$ cat config.mk
export PLATFORM = sky130hd
export DESIGN_NAME = ecc_patch_unit
export DESIGN_NICKNAME = d
export VERILOG_FILES = /design/src/rtl/ecc_patch_pkg.sv /design/src/rtl/ecc_patch_dp.sv /design/src/rtl/ecc_patch_ctrl.sv /design/src/rtl/ecc_patch_unit.sv
export SDC_FILE = /design/constraint.sdc
export NUM_CORES = 1
export LEC_CHECK = 0
export ABC_CLOCK_PERIOD_IN_PS = 3300
export BUFFER_PORTS_ARGS = -buffer_cell sky130_fd_sc_hd__buf_2
export CAP_MARGIN = 30
export CORE_UTILIZATION = 30
export DETAILED_ROUTE_END_ITERATION = 8
export PLACE_DENSITY = 0.66
export SLEW_MARGIN = 20
export SYNTH_ARGS = -nofsm -noshare
export SYNTH_HDL_FRONTEND = slang
export SYNTH_SLANG_ARGS = --single-unit
$ cat constraint.sdc
create_clock -name clk -period 3.3 [get_ports clk]
set_input_delay 0.165 -clock clk [delete_from_list [all_inputs] [get_ports clk]]
set_output_delay 0.165 -clock clk [all_outputs]
set_load 0.01 [all_outputs]
$ cat src/rtl/ecc_patch_pkg.sv
package ecc_patch_pkg;

  typedef enum logic [1:0] {
    RES_CLEAN    = 2'd0,
    RES_REPAIRED = 2'd1,
    RES_BAD      = 2'd2,
    RES_TIMEOUT  = 2'd3
  } res_e;

  // strobes from the sequencer to the datapath
  typedef struct packed {
    logic latch;
    logic slotClr;
    logic slotInc;
    logic rdFix;
    logic wrFix;
    logic scanClr;
    logic scanRd;
    logic pollInc;
  } strobe_t;

endpackage

$ cat src/rtl/ecc_patch_dp.sv
module ecc_patch_dp
  import ecc_patch_pkg::*;
#(
  parameter int SECTOR_BYTES = 512,
  parameter int SECTORS      = 4,
  parameter int SLOTS        = 4,
  parameter int POLL_LIMIT   = 4096,
  parameter int OFF_W        = $clog2(SECTOR_BYTES),
  parameter int SEC_W        = $clog2(SECTORS),
  parameter int AW           = OFF_W + SEC_W
) (
  input  logic               clk,
  input  logic               rstN,
  input  strobe_t            stb,
  input  logic               largePage,
  input  logic [SEC_W-1:0]   sectorNum,
  input  logic [SLOTS*32-1:0] eccWords,
  input  logic [7:0]         bufRdData,
  output logic               bufRdEn,
  output logic               bufWrEn,
  output logic [AW-1:0]      bufAddr,
  output logic [7:0]         bufWrData,
  output logic               slotEnd,
  output logic               patNonZero,
  output logic               scanLast,
  output logic               pollExpired,
  output logic               dirtyNow
);

  localparam int SLC_W = $clog2(SLOTS + 1);
  localparam int SLI_W = $clog2(SLOTS);
  localparam int CNT_W = $clog2(POLL_LIMIT + 1);

  logic               largeQ;
  logic [SEC_W-1:0]   secQ;
  logic [SLC_W-1:0]   slotIdx;
  logic [OFF_W-1:0]   scanIdx;
  logic [CNT_W-1:0]   pollCnt;
  logic               dirty;
  logic               scanChk;
  logic [31:0]        slotWord [SLOTS];
  logic [31:0]        curWord;
  logic [SEC_W-1:0]   secSel;
  logic [AW-1:0]      fixAddr;
  logic [AW-1:0]      scanAddr;

  for (genvar g = 0; g < SLOTS; g++) begin : g_slot
    assign slotWord[g] = eccWords[g*32 +: 32];
  end

  assign slotEnd    = (slotIdx == SLC_W'(SLOTS));
  assign curWord    = slotEnd ? '0 : slotWord[slotIdx[SLI_W-1:0]];
  assign patNonZero = (curWord[7:0] != 8'h00);
  assign secSel     = largeQ ? secQ : '0;
  assign fixAddr    = {secSel, curWord[16 +: OFF_W]};
  assign scanAddr   = {secSel, scanIdx};

  logic unusedBits;
  assign unusedBits = ^{curWord[31:16+OFF_W], curWord[15:8]};

  assign bufRdEn     = stb.rdFix | stb.scanRd;
  assign bufWrEn     = stb.wrFix;
  assign bufAddr     = (stb.rdFix | stb.wrFix) ? fixAddr : scanAddr;
  assign bufWrData   = bufRdData ^ curWord[7:0];
  assign scanLast    = (scanIdx == OFF_W'(SECTOR_BYTES - 1));
  assign pollExpired = (pollCnt == CNT_W'(POLL_LIMIT - 1));
  assign dirtyNow    = dirty | (scanChk && bufRdData != 8'hFF);

  always_ff @(posedge clk) begin
    if (!rstN) begin
      largeQ  <= 1'b0;
      secQ    <= '0;
      slotIdx <= '0;
      scanIdx <= '0;
      pollCnt <= '0;
      dirty   <= 1'b0;
      scanChk <= 1'b0;
    end else begin
      scanChk <= stb.scanRd;
      if (stb.latch) begin
        largeQ  <= largePage;
        secQ    <= sectorNum;
        pollCnt <= '0;
      end else if (stb.pollInc) begin
        pollCnt <= pollCnt + CNT_W'(1);
      end
      if (stb.slotClr)      slotIdx <= '0;
      else if (stb.slotInc) slotIdx <= slotIdx + SLC_W'(1);
      if (scanChk && bufRdData != 8'hFF) dirty <= 1'b1;
      if (stb.scanClr) begin
        scanIdx <= '0;
        dirty   <= 1'b0;
      end else if (stb.scanRd) begin
        scanIdx <= scanIdx + OFF_W'(1);
      end
    end
  end


  rmw_pair_chk: assert property (@(posedge clk) disable iff (!rstN)
    bufWrEn |-> ($past(bufRdEn) && bufAddr == $past(bufAddr)));


  rd_wr_excl_chk: assert property (@(posedge clk) disable iff (!rstN)
    !(bufRdEn && bufWrEn));


  poll_bound_chk: assert property (@(posedge clk) disable iff (!rstN)
    pollCnt < CNT_W'(POLL_LIMIT));


  small_addr_chk: assert property (@(posedge clk) disable iff (!rstN)
    ((bufRdEn || bufWrEn) && !largeQ) |-> (bufAddr[AW-1:OFF_W] == '0));

endmodule

$ cat src/rtl/ecc_patch_ctrl.sv
module ecc_patch_ctrl
  import ecc_patch_pkg::*;
#(
  parameter int SPARE_WORDS = 4,
  parameter int SPW_W       = $clog2(SPARE_WORDS + 1)
) (
  input  logic             clk,
  input  logic             rstN,
  input  logic             start,
  input  logic [SPW_W-1:0] spareWords,
  input  logic             eccDone,
  input  logic             eccFail,
  input  logic             slotEnd,
  input  logic             patNonZero,
  input  logic             scanLast,
  input  logic             pollExpired,
  input  logic             dirtyNow,
  output strobe_t          stb,
  output logic             eccClear,
  output logic             busy,
  output logic             resultValid,
  output res_e             resultCode
);

  typedef enum logic [2:0] {
    ST_IDLE, ST_WAIT, ST_SLOT, ST_FIXRD, ST_FIXWR, ST_SCAN, ST_SCANEND, ST_CLEAR
  } state_e;

  state_e state, nextState;
  logic   fixedQ, badQ, finish;
  res_e   finCode;
  logic   spareReady;

  assign spareReady = (spareWords == SPW_W'(SPARE_WORDS));
  assign busy       = (state != ST_IDLE);

  always_comb begin
    stb       = '0;
    nextState = state;
    eccClear  = 1'b0;
    finish    = 1'b0;
    finCode   = RES_CLEAN;
    case (state)
      ST_IDLE: if (start) begin
        stb.latch = 1'b1;
        nextState = ST_WAIT;
      end
      ST_WAIT: begin
        if (spareReady) begin
          finish    = 1'b1;
          finCode   = badQ ? RES_BAD : (fixedQ ? RES_REPAIRED : RES_CLEAN);
          nextState = ST_IDLE;
        end else if (pollExpired) begin
          finish    = 1'b1;
          finCode   = RES_TIMEOUT;
          nextState = ST_IDLE;
        end else begin
          stb.pollInc = 1'b1;
          if (eccDone) begin
            if (eccFail) begin
              stb.scanClr = 1'b1;
              nextState   = ST_SCAN;
            end else begin
              stb.slotClr = 1'b1;
              nextState   = ST_SLOT;
            end
          end
        end
      end
      ST_SLOT: begin
        if (slotEnd)         nextState   = ST_CLEAR;
        else if (patNonZero) nextState   = ST_FIXRD;
        else                 stb.slotInc = 1'b1;
      end
      ST_FIXRD: begin
        stb.rdFix = 1'b1;
        nextState = ST_FIXWR;
      end
      ST_FIXWR: begin
        stb.wrFix   = 1'b1;
        stb.slotInc = 1'b1;
        nextState   = ST_SLOT;
      end
      ST_SCAN: begin
        stb.scanRd = 1'b1;
        if (scanLast) nextState = ST_SCANEND;
      end
      ST_SCANEND: nextState = ST_CLEAR;
      ST_CLEAR: begin
        eccClear  = 1'b1;
        nextState = ST_WAIT;
      end
      default: nextState = ST_IDLE;
    endcase
  end

  always_ff @(posedge clk) begin
    if (!rstN) begin
      state       <= ST_IDLE;
      fixedQ      <= 1'b0;
      badQ        <= 1'b0;
      resultValid <= 1'b0;
      resultCode  <= RES_CLEAN;
    end else begin
      state       <= nextState;
      resultValid <= finish;
      if (finish) resultCode <= finCode;
      if (stb.latch) begin
        fixedQ <= 1'b0;
        badQ   <= 1'b0;
      end else begin
        if (stb.wrFix) fixedQ <= 1'b1;
        if (state == ST_SCANEND && dirtyNow) badQ <= 1'b1;
      end
    end
  end


  result_pulse_chk: assert property (@(posedge clk) disable iff (!rstN)
    resultValid |=> !resultValid);


  clear_pulse_chk: assert property (@(posedge clk) disable iff (!rstN)
    eccClear |=> !eccClear);


  result_gate_chk: assert property (@(posedge clk) disable iff (!rstN)
    (resultValid && resultCode != RES_TIMEOUT) |->
      ($past(spareWords) == SPW_W'(SPARE_WORDS)));

endmodule

$ cat src/rtl/ecc_patch_unit.sv
module ecc_patch_unit
  import ecc_patch_pkg::*;
#(
  parameter int SECTOR_BYTES = 512,
  parameter int SECTORS      = 4,
  parameter int SLOTS        = 4,
  parameter int SPARE_WORDS  = 4,
  parameter int POLL_LIMIT   = 4096,
  parameter int OFF_W        = $clog2(SECTOR_BYTES),
  parameter int SEC_W        = $clog2(SECTORS),
  parameter int AW           = OFF_W + SEC_W,
  parameter int SPW_W        = $clog2(SPARE_WORDS + 1)
) (
  input  logic                clk,
  input  logic                rstN,
  input  logic                start,
  input  logic                largePage,
  input  logic [SEC_W-1:0]    sectorNum,
  input  logic [SPW_W-1:0]    spareWords,
  input  logic                eccDone,
  input  logic                eccFail,
  input  logic [SLOTS*32-1:0] eccWords,
  output logic                eccClear,
  output logic                bufRdEn,
  output logic                bufWrEn,
  output logic [AW-1:0]       bufAddr,
  output logic [7:0]          bufWrData,
  input  logic [7:0]          bufRdData,
  output logic                busy,
  output logic                resultValid,
  output logic [1:0]          resultCode
);

  strobe_t stb;
  logic    slotEnd, patNonZero, scanLast, pollExpired, dirtyNow;
  res_e    code;

  ecc_patch_ctrl #(.SPARE_WORDS(SPARE_WORDS), .SPW_W(SPW_W)) u_ctrl (
    .clk(clk), .rstN(rstN), .start(start), .spareWords(spareWords),
    .eccDone(eccDone), .eccFail(eccFail), .slotEnd(slotEnd),
    .patNonZero(patNonZero), .scanLast(scanLast), .pollExpired(pollExpired),
    .dirtyNow(dirtyNow), .stb(stb), .eccClear(eccClear), .busy(busy),
    .resultValid(resultValid), .resultCode(code)
  );

  ecc_patch_dp #(
    .SECTOR_BYTES(SECTOR_BYTES), .SECTORS(SECTORS), .SLOTS(SLOTS),
    .POLL_LIMIT(POLL_LIMIT), .OFF_W(OFF_W), .SEC_W(SEC_W), .AW(AW)
  ) u_dp (
    .clk(clk), .rstN(rstN), .stb(stb), .largePage(largePage),
    .sectorNum(sectorNum), .eccWords(eccWords), .bufRdData(bufRdData),
    .bufRdEn(bufRdEn), .bufWrEn(bufWrEn), .bufAddr(bufAddr),
    .bufWrData(bufWrData), .slotEnd(slotEnd), .patNonZero(patNonZero),
    .scanLast(scanLast), .pollExpired(pollExpired), .dirtyNow(dirtyNow)
  );

  assign resultCode = code;


  idle_quiet_chk: assert property (@(posedge clk) disable iff (!rstN)
    !busy |-> (!bufRdEn && !bufWrEn && !eccClear));

endmodule

Word level (Yosys, flattened, before mapping)
Cells that the tools add are included.

storage, ports and cells
  logic and storage cells = 92
  input bits = 147
  register bits after elaboration = 38
  bits in latches = 0
  memory bits (writable) = 0
  output and inout port bits = 26
  ROM bits = 0
  memories = 0

cells by class
  reduce and logical (&&, ||, !) cells = 9
  divide/modulo/power cells = 0
  multipliers = 0
  equal/unequal tests = 16
  $lt $le $gt $ge = 1
  muxes and demuxes = 45
  bitwise logic cells = 6
  shifts and indexed selects = 0
  add/sub/neg operators = 3

operators with widths
  kind                   count
  $mux 25                3
  $bmux 32 s2            1
  $mux 1                 25
  $mux 3                 8
  $pmux 3 s8             1
  $eq 3x3->1 const B     6
  $add 13x1->13 const B  1
  $eq 13x12->1 const B   1
  $mux 2                 5
  $add 9x1->9 const B    1
  $eq 9x9->1 const B     1
  $mux 9                 1
  $ne 8x8->1 const B     1
  $reduce_bool 8->1      1
  $xor 8x8->8            1
  $eq 3x2->1 const B     2
  $reduce_or 2->1        3
  $ne 2x2->1 const B     2
  $ne 4x3->1 const B     1
  $reduce_and 4->1       1
  $add 3x1->3 const B    1
  $eq 3x1->1 const B     1
  $ge 3x3->1 const B     1
  $logic_not 3->1        1
  7 further kinds        10

Depth between registers and ports, before layout
  word-level depth = 9
  depth in mapped cells = 9
  depth with buffers taken out = 7

By module
Synthesis repeated with hierarchy kept, for this count alone.

unflattened totals
  cell total of the unflattened synthesis = 258
  area, all modules = 2473.6 um^2

modules (own cells, without submodules)
  module          cells each  area an instance (um^2)  instances  sequential area each (um^2)
  ecc_patch_dp    196         1963.1                   1          600.6
  ecc_patch_ctrl  62          510.5                    1          160.2

Worst setup path after synthesis
OpenSTA, ideal clock, no wires.

  kind = reg2reg
  start point = reg u_dp.slotIdx[0]
  end point = reg u_dp.slotIdx[2]
  arrival = 2.294 ns
  stages on the path, launching flop included = 10
  setup time = 0.070 ns
  clock period less this slack = 2.364 ns
  data required time = 3.230 ns
  slack = 0.936 ns
  buffers on the path = 2
  path through = dfxtp_1 > buf_6 > buf_1 > inv_1 > ha_1 > a21o_1 > nor3_2 > a31oi_2 > or3_1 > a21oi_1

on the way
  cells in the longest elaborated chain, start to end = 9
  elaborated cells on any way between the ends = 11
  those cells by class = 1 x add/sub; 1 x eq/ne; 7 x mux; 1 x bitwise; 1 x reduce/logical

ends and longest elaborated chain
  what                                         line                  source
  start, declared                              ecc_patch_dp.sv:36    logic [SLC_W-1:0] slotIdx;
  start signal, assigned                       ecc_patch_dp.sv:88    else if (stb.slotInc) slotIdx <= slotIdx + SLC_W'(1);
  $not 2->3 (implied by the code)              ecc_patch_dp.sv:52    assign curWord = slotEnd ? '0 : slotWord[slotIdx[SLI_W-1:0]];
  $bmux 32 s2                                  ecc_patch_dp.sv:52
  $mux 25 (implied by the code) (2 in series)  ecc_patch_dp.sv:52
  $mux 25                                      ecc_patch_dp.sv:52
  $reduce_bool 8->1                            ecc_patch_dp.sv:53    assign patNonZero = (curWord[7:0] != 8'h00);
  $mux 1                                       ecc_patch_ctrl.sv:72  else if (patNonZero) nextState = ST_FIXRD;
  $mux 1                                       ecc_patch_ctrl.sv:71  if (slotEnd) nextState = ST_CLEAR;
  $pmux 1 s2                                   ecc_patch_ctrl.sv:43  case (state)

Several ways; a longest one is shown, not always the timed one. The select of a mux whose other input is x is not followed.
A chain may end at the register's enable or synchronous reset.

Final worst setup path
  start point = reg u_ctrl.state[1]
  end point = out bufAddr[7]

on the way
  cells in the longest elaborated chain, start to end = 4
  elaborated cells on any way between the ends = 6
  those cells by class = 2 x eq/ne; 3 x mux; 1 x bitwise

ends and longest elaborated chain
  what                                             line                   source
  start, declared                                  ecc_patch_ctrl.sv:29   state_e state, nextState;
  start signal, assigned                           ecc_patch_ctrl.sv:105  state <= nextState;
  $eq 3x2->1 / $eq 3x3->1 (equally long branches)  ecc_patch_ctrl.sv:43
  $mux 1                                           ecc_patch_ctrl.sv:43
  $or 1x1->1 (*)                                   ecc_patch_dp.sv:63     assign bufAddr = (stb.rdFix | stb.wrFix) ? fixAddr : scanAddr;
  $mux 9 (*)                                       ecc_patch_dp.sv:63
  end, declared                                    ecc_patch_unit.sv:26   output logic [AW-1:0] bufAddr,

Every way passes the cells marked *; elsewhere a longest branch is shown, timed or not.

==> summary.md <==
| Metric | Value |
|---|---|
| Status | `complete, no violations` |
| Final hold viol count | `0` |
| Sink Count | `38` |
| Grt ovf | `0` |
| Total track usage | `0.155` |
| # port buffers | `around 110` |
| CTS Hold Bufs | `0` |
| Core area | `7810 um2` |
| Max cap viols | `0` |
| Max Slew Vio Count | `0` |
| Root Buffer | `clkbuf_8` |
| Max Freq | `about 0.37 GHz` |
| Clock Skews | `just over 0.01 ns` |
| Starting density of the core | `0.315` |
| Initial drt markers | `a little over 90` |
| Die area | `8560 um2` |
| Sequential element share of the synthesized area | `0.310` |
| Final WL | `roughly 6.2 mm` |
| Average wire per standard cell | `12.9 um` |
| Max clock buf depth | `2` |
| #FFs+latches synth | `38` |
| Die height | `about 93 um` |
| Post-layout util | `0.416` |
| Final ANT Viol Nets | `0` |
| Initial antenna violation count | `0` |
| Rows | `32` |
| # H-tree levels | `2` |
| Worst-path clk slew | `0.09 ns` |
| Final setup vio count | `0` |
| Syn_nets | `421` |
| DIE WIDTH | `around 93 um` |
| Most numerous cell on the critical path | `a21oi_1` |
| Crit-path cells | `nand2b_1, nor2_1, a21oi_1, a21oi_1, a22o_1, buf_2` |
| Peak VDD IR | `0.000219 V` |
| Worst min-delay path startpoint | `largePage` |
| Fillers | `799` |
| Reg-to-reg critical path endpoint | `u_dp.scanIdx[0]` |
| Pwr dens | `roughly 470 nW/um2` |
| Fin crit period | `about 2.7 ns` |
| Post-synthesis instance total | `269` |
| Routability Congestion | `0.782` |
| Post-Syn Area | `around 2500 um2` |
| Critical path capture point type | `primary output` |
| Worst path slowest cell | `a21oi_1` |
| CTS tree | `done` |
| IO Pins | `173` |
| Vias in the first global route | `around 2300` |
| Maximum number of pins on one net before global-route repair | `21` |
| Worst-path fanout max | `12` |
| Post-CTS Setup Repair Bufs | `0` |
| Reg2Reg Setup Slack | `about 0.74 ns` |
| Max_slew headroom | `0.471` |
| Ys flop type | `dfxtp_1` |
| Vias per inst | `about 4.9` |
| Multi-input logic area | `around 1600 um2` |
| Hpwl dp | `~5.0 mm` |
| Fin Setup TNS | `0 ns` |
| RSZ-0062 raised after global routing | `no` |
| Crit path DAT | `between 2 and 3 ns` |
| Final Cycle Share | `0.827` |
| Vias | `between 2000 and 2500` |
| YS warnings | `0` |
| R2r startpoint | `u_ctrl.state[0]` |
| CP required | `3.13 ns` |
| Cts bufs inserted | `5` |
| Worst Hold Depth | `3` |
| Hold Path Class | `primary input to flop` |
| Worst-margin pin slew | `around 0.8 ns` |
| Syn avg cell area | `approximately 9 um2` |
| R2R depth | `5` |
| DRC | `0` |
| Area grow syn2layout | `32.2%` |
| Hold EP | `u_dp.largeQ` |
| Synth cell types | `48` |
| Post-synth EDFFs | `0` |
| Fraction of registers with async set or reset after synthesis | `0` |
| Largest stage delay, worst path | `roughly 0.65 ns` |
| Clock latency on the worst-skew pair | `0.30 ns` |
| CP Class | `flop to primary output` |
| NumNets Final | `between 500 and 600` |
| Global-route wire length before repair | `around 11 mm` |
| # diodes | `0` |
| CP Launch Type | `flop` |
| Layout cells sized above 1 | `0.375` |
| Post-CTS Resized | `0` |
| Register area | `761 um2` |
| Pre-antenna DRT Iters | `4` |
| Leak Pwr | `~1.3 nW` |
critical path, delay by kind of cell (launching register included):
family	cells	cell delay [ns]
buffers and inverters	1	0.14
and+or+nand+nor	2	0.27
DFF	1	0.56
AOI/OAI and AO/OA	3	1.29
through the flow:
| stage | total power, W | cell area, um2 | hold WS [ns] | std cells | setup slack, ns |
|---|---|---|---|---|---|
| detailed placement | 0.00104 | 3110 | 0.417 | 473 | 0.753 |
| floorplan | 0.000884 | 2460 | 0.312 | 269 | 0.936 |
| global placement | 0.00102 | 3110 | 0.407 | 473 | 0.798 |
| CTS | 0.00153 | 3250 | 0.100 | 481 | 0.553 |
| global route | 0.00160 | 3250 | 0.107 | 481 | 0.308 |
| finish | 0.00151 | 3250 | 0.105 | 481 | 0.570 |
layout make-up:
| class | count | area share |
|---|---|---|
| Timing Repair Buffer | 115 | 0.180 |
| Tap cell | 102 | 0.0393 |
| Inverter | 14 | 0.0162 |
| Sequential cell | 38 | 0.234 |
| Clock inverter | 3 | 0.0212 |
| Clock buffer | 5 | 0.0212 |
| Multi-Input combinational cell | 204 | 0.488 |
cell usage after synthesis (2+ instances only):
library cell	count	area, um2
dfxtp_1	38	761
nor2_1	34	128
nand2_1	27	101
xnor2_1	21	184
inv_1	14	52.6
mux4_2	13	293
a21oi_1	11	55.1
clkbuf_1	10	37.5
a22o_1	9	78.8
nor4_1	8	50.1
nand4_1	7	43.8
mux2i_1	6	60.1
ha_1	5	62.6
nand2b_1	5	31.3
nor3_1	5	25.0
o21ai_0	5	25.0
and2_1	4	25.0
mux4_1	4	105
nand3_1	4	20.0
xor2_1	4	35.0
and3_1	3	18.8
nor3b_1	3	22.5
or3_1	3	18.8
o21a_1	2	15.0
power by group:
part           switching (W)  internal, W  leakage [nW]
clock               0.000182     0.000303        0.0683
sequential         0.0000515     0.000489         0.307
combinational       0.000258     0.000229         0.972
total               0.000492      0.00102          1.35
cell families (layout without fill, tap and decap cells):
| family | count (synthesis) | in the layout | share of synthesized area |
|---|---|---|---|
| compound gates | 40 | 40 | 0.116 |
| xor+xnor | 25 | 25 | 0.0891 |
| fa+ha+maj | 5 | 5 | 0.0255 |
| buf+inv | 27 | 137 | 0.0448 |
| flops | 38 | 38 | 0.310 |
| mux | 23 | 23 | 0.186 |
| simple gates | 111 | 111 | 0.229 |
per-layer routing:
layer  GRT usage  vias up  wire, um
met2       0.270       85      3000
met5           0        -         0
met1       0.192     1085      2760
met4      0.0391        0        59
li1            -     1193         -
met3      0.0345        7       395
sequential cells by signal, indices dropped and copies added, names as in the netlist, 2 cells and up:
register / count
u_dp.secQ: 2
u_dp.slotIdx: 3
u_dp.pollCnt: 13
u_ctrl.state: 3
u_dp.scanIdx: 9
u_ctrl.resultCode: 2
worst max path at each step:
stage | startpoint | cells after the start | to
2_1_floorplan | u_dp.slotIdx[0] | 9 | u_dp.slotIdx[2]
3_3_place_gp | u_ctrl.state[0] | 5 | u_dp.scanIdx[4]
3_5_place_dp | u_ctrl.state[0] | 5 | u_dp.scanIdx[0]
4_1_cts | u_ctrl.state[1] | 6 | bufAddr[7]
5_1_grt | u_ctrl.state[1] | 6 | bufAddr[7]
6_report | u_ctrl.state[1] | 6 | bufAddr[7]
cells in the final DEF (no fill, tap or decap), types with 2 or more instances in the layout:
master	synthesis	routed
a21oi_1	11	11
a22o_1	9	9
and2_1	4	4
and3_1	3	3
buf_2	1	112
buf_4	0	3
bufinv_16	0	2
clkbuf_8	0	5
dfxtp_1	38	38
ha_1	5	5
inv_1	14	14
mux2i_1	6	6
mux4_1	4	4
mux4_2	13	13
nand2_1	27	27
nand2b_1	5	5
nand3_1	4	4
nand4_1	7	7
nor2_1	34	34
nor3_1	5	5
nor3b_1	3	3
nor4_1	8	8
o21a_1	2	2
o21ai_0	5	5
or3_1	3	3
xnor2_1	21	21
xor2_1	4	4
Note: power is estimated with default switching activity, not from simulation.
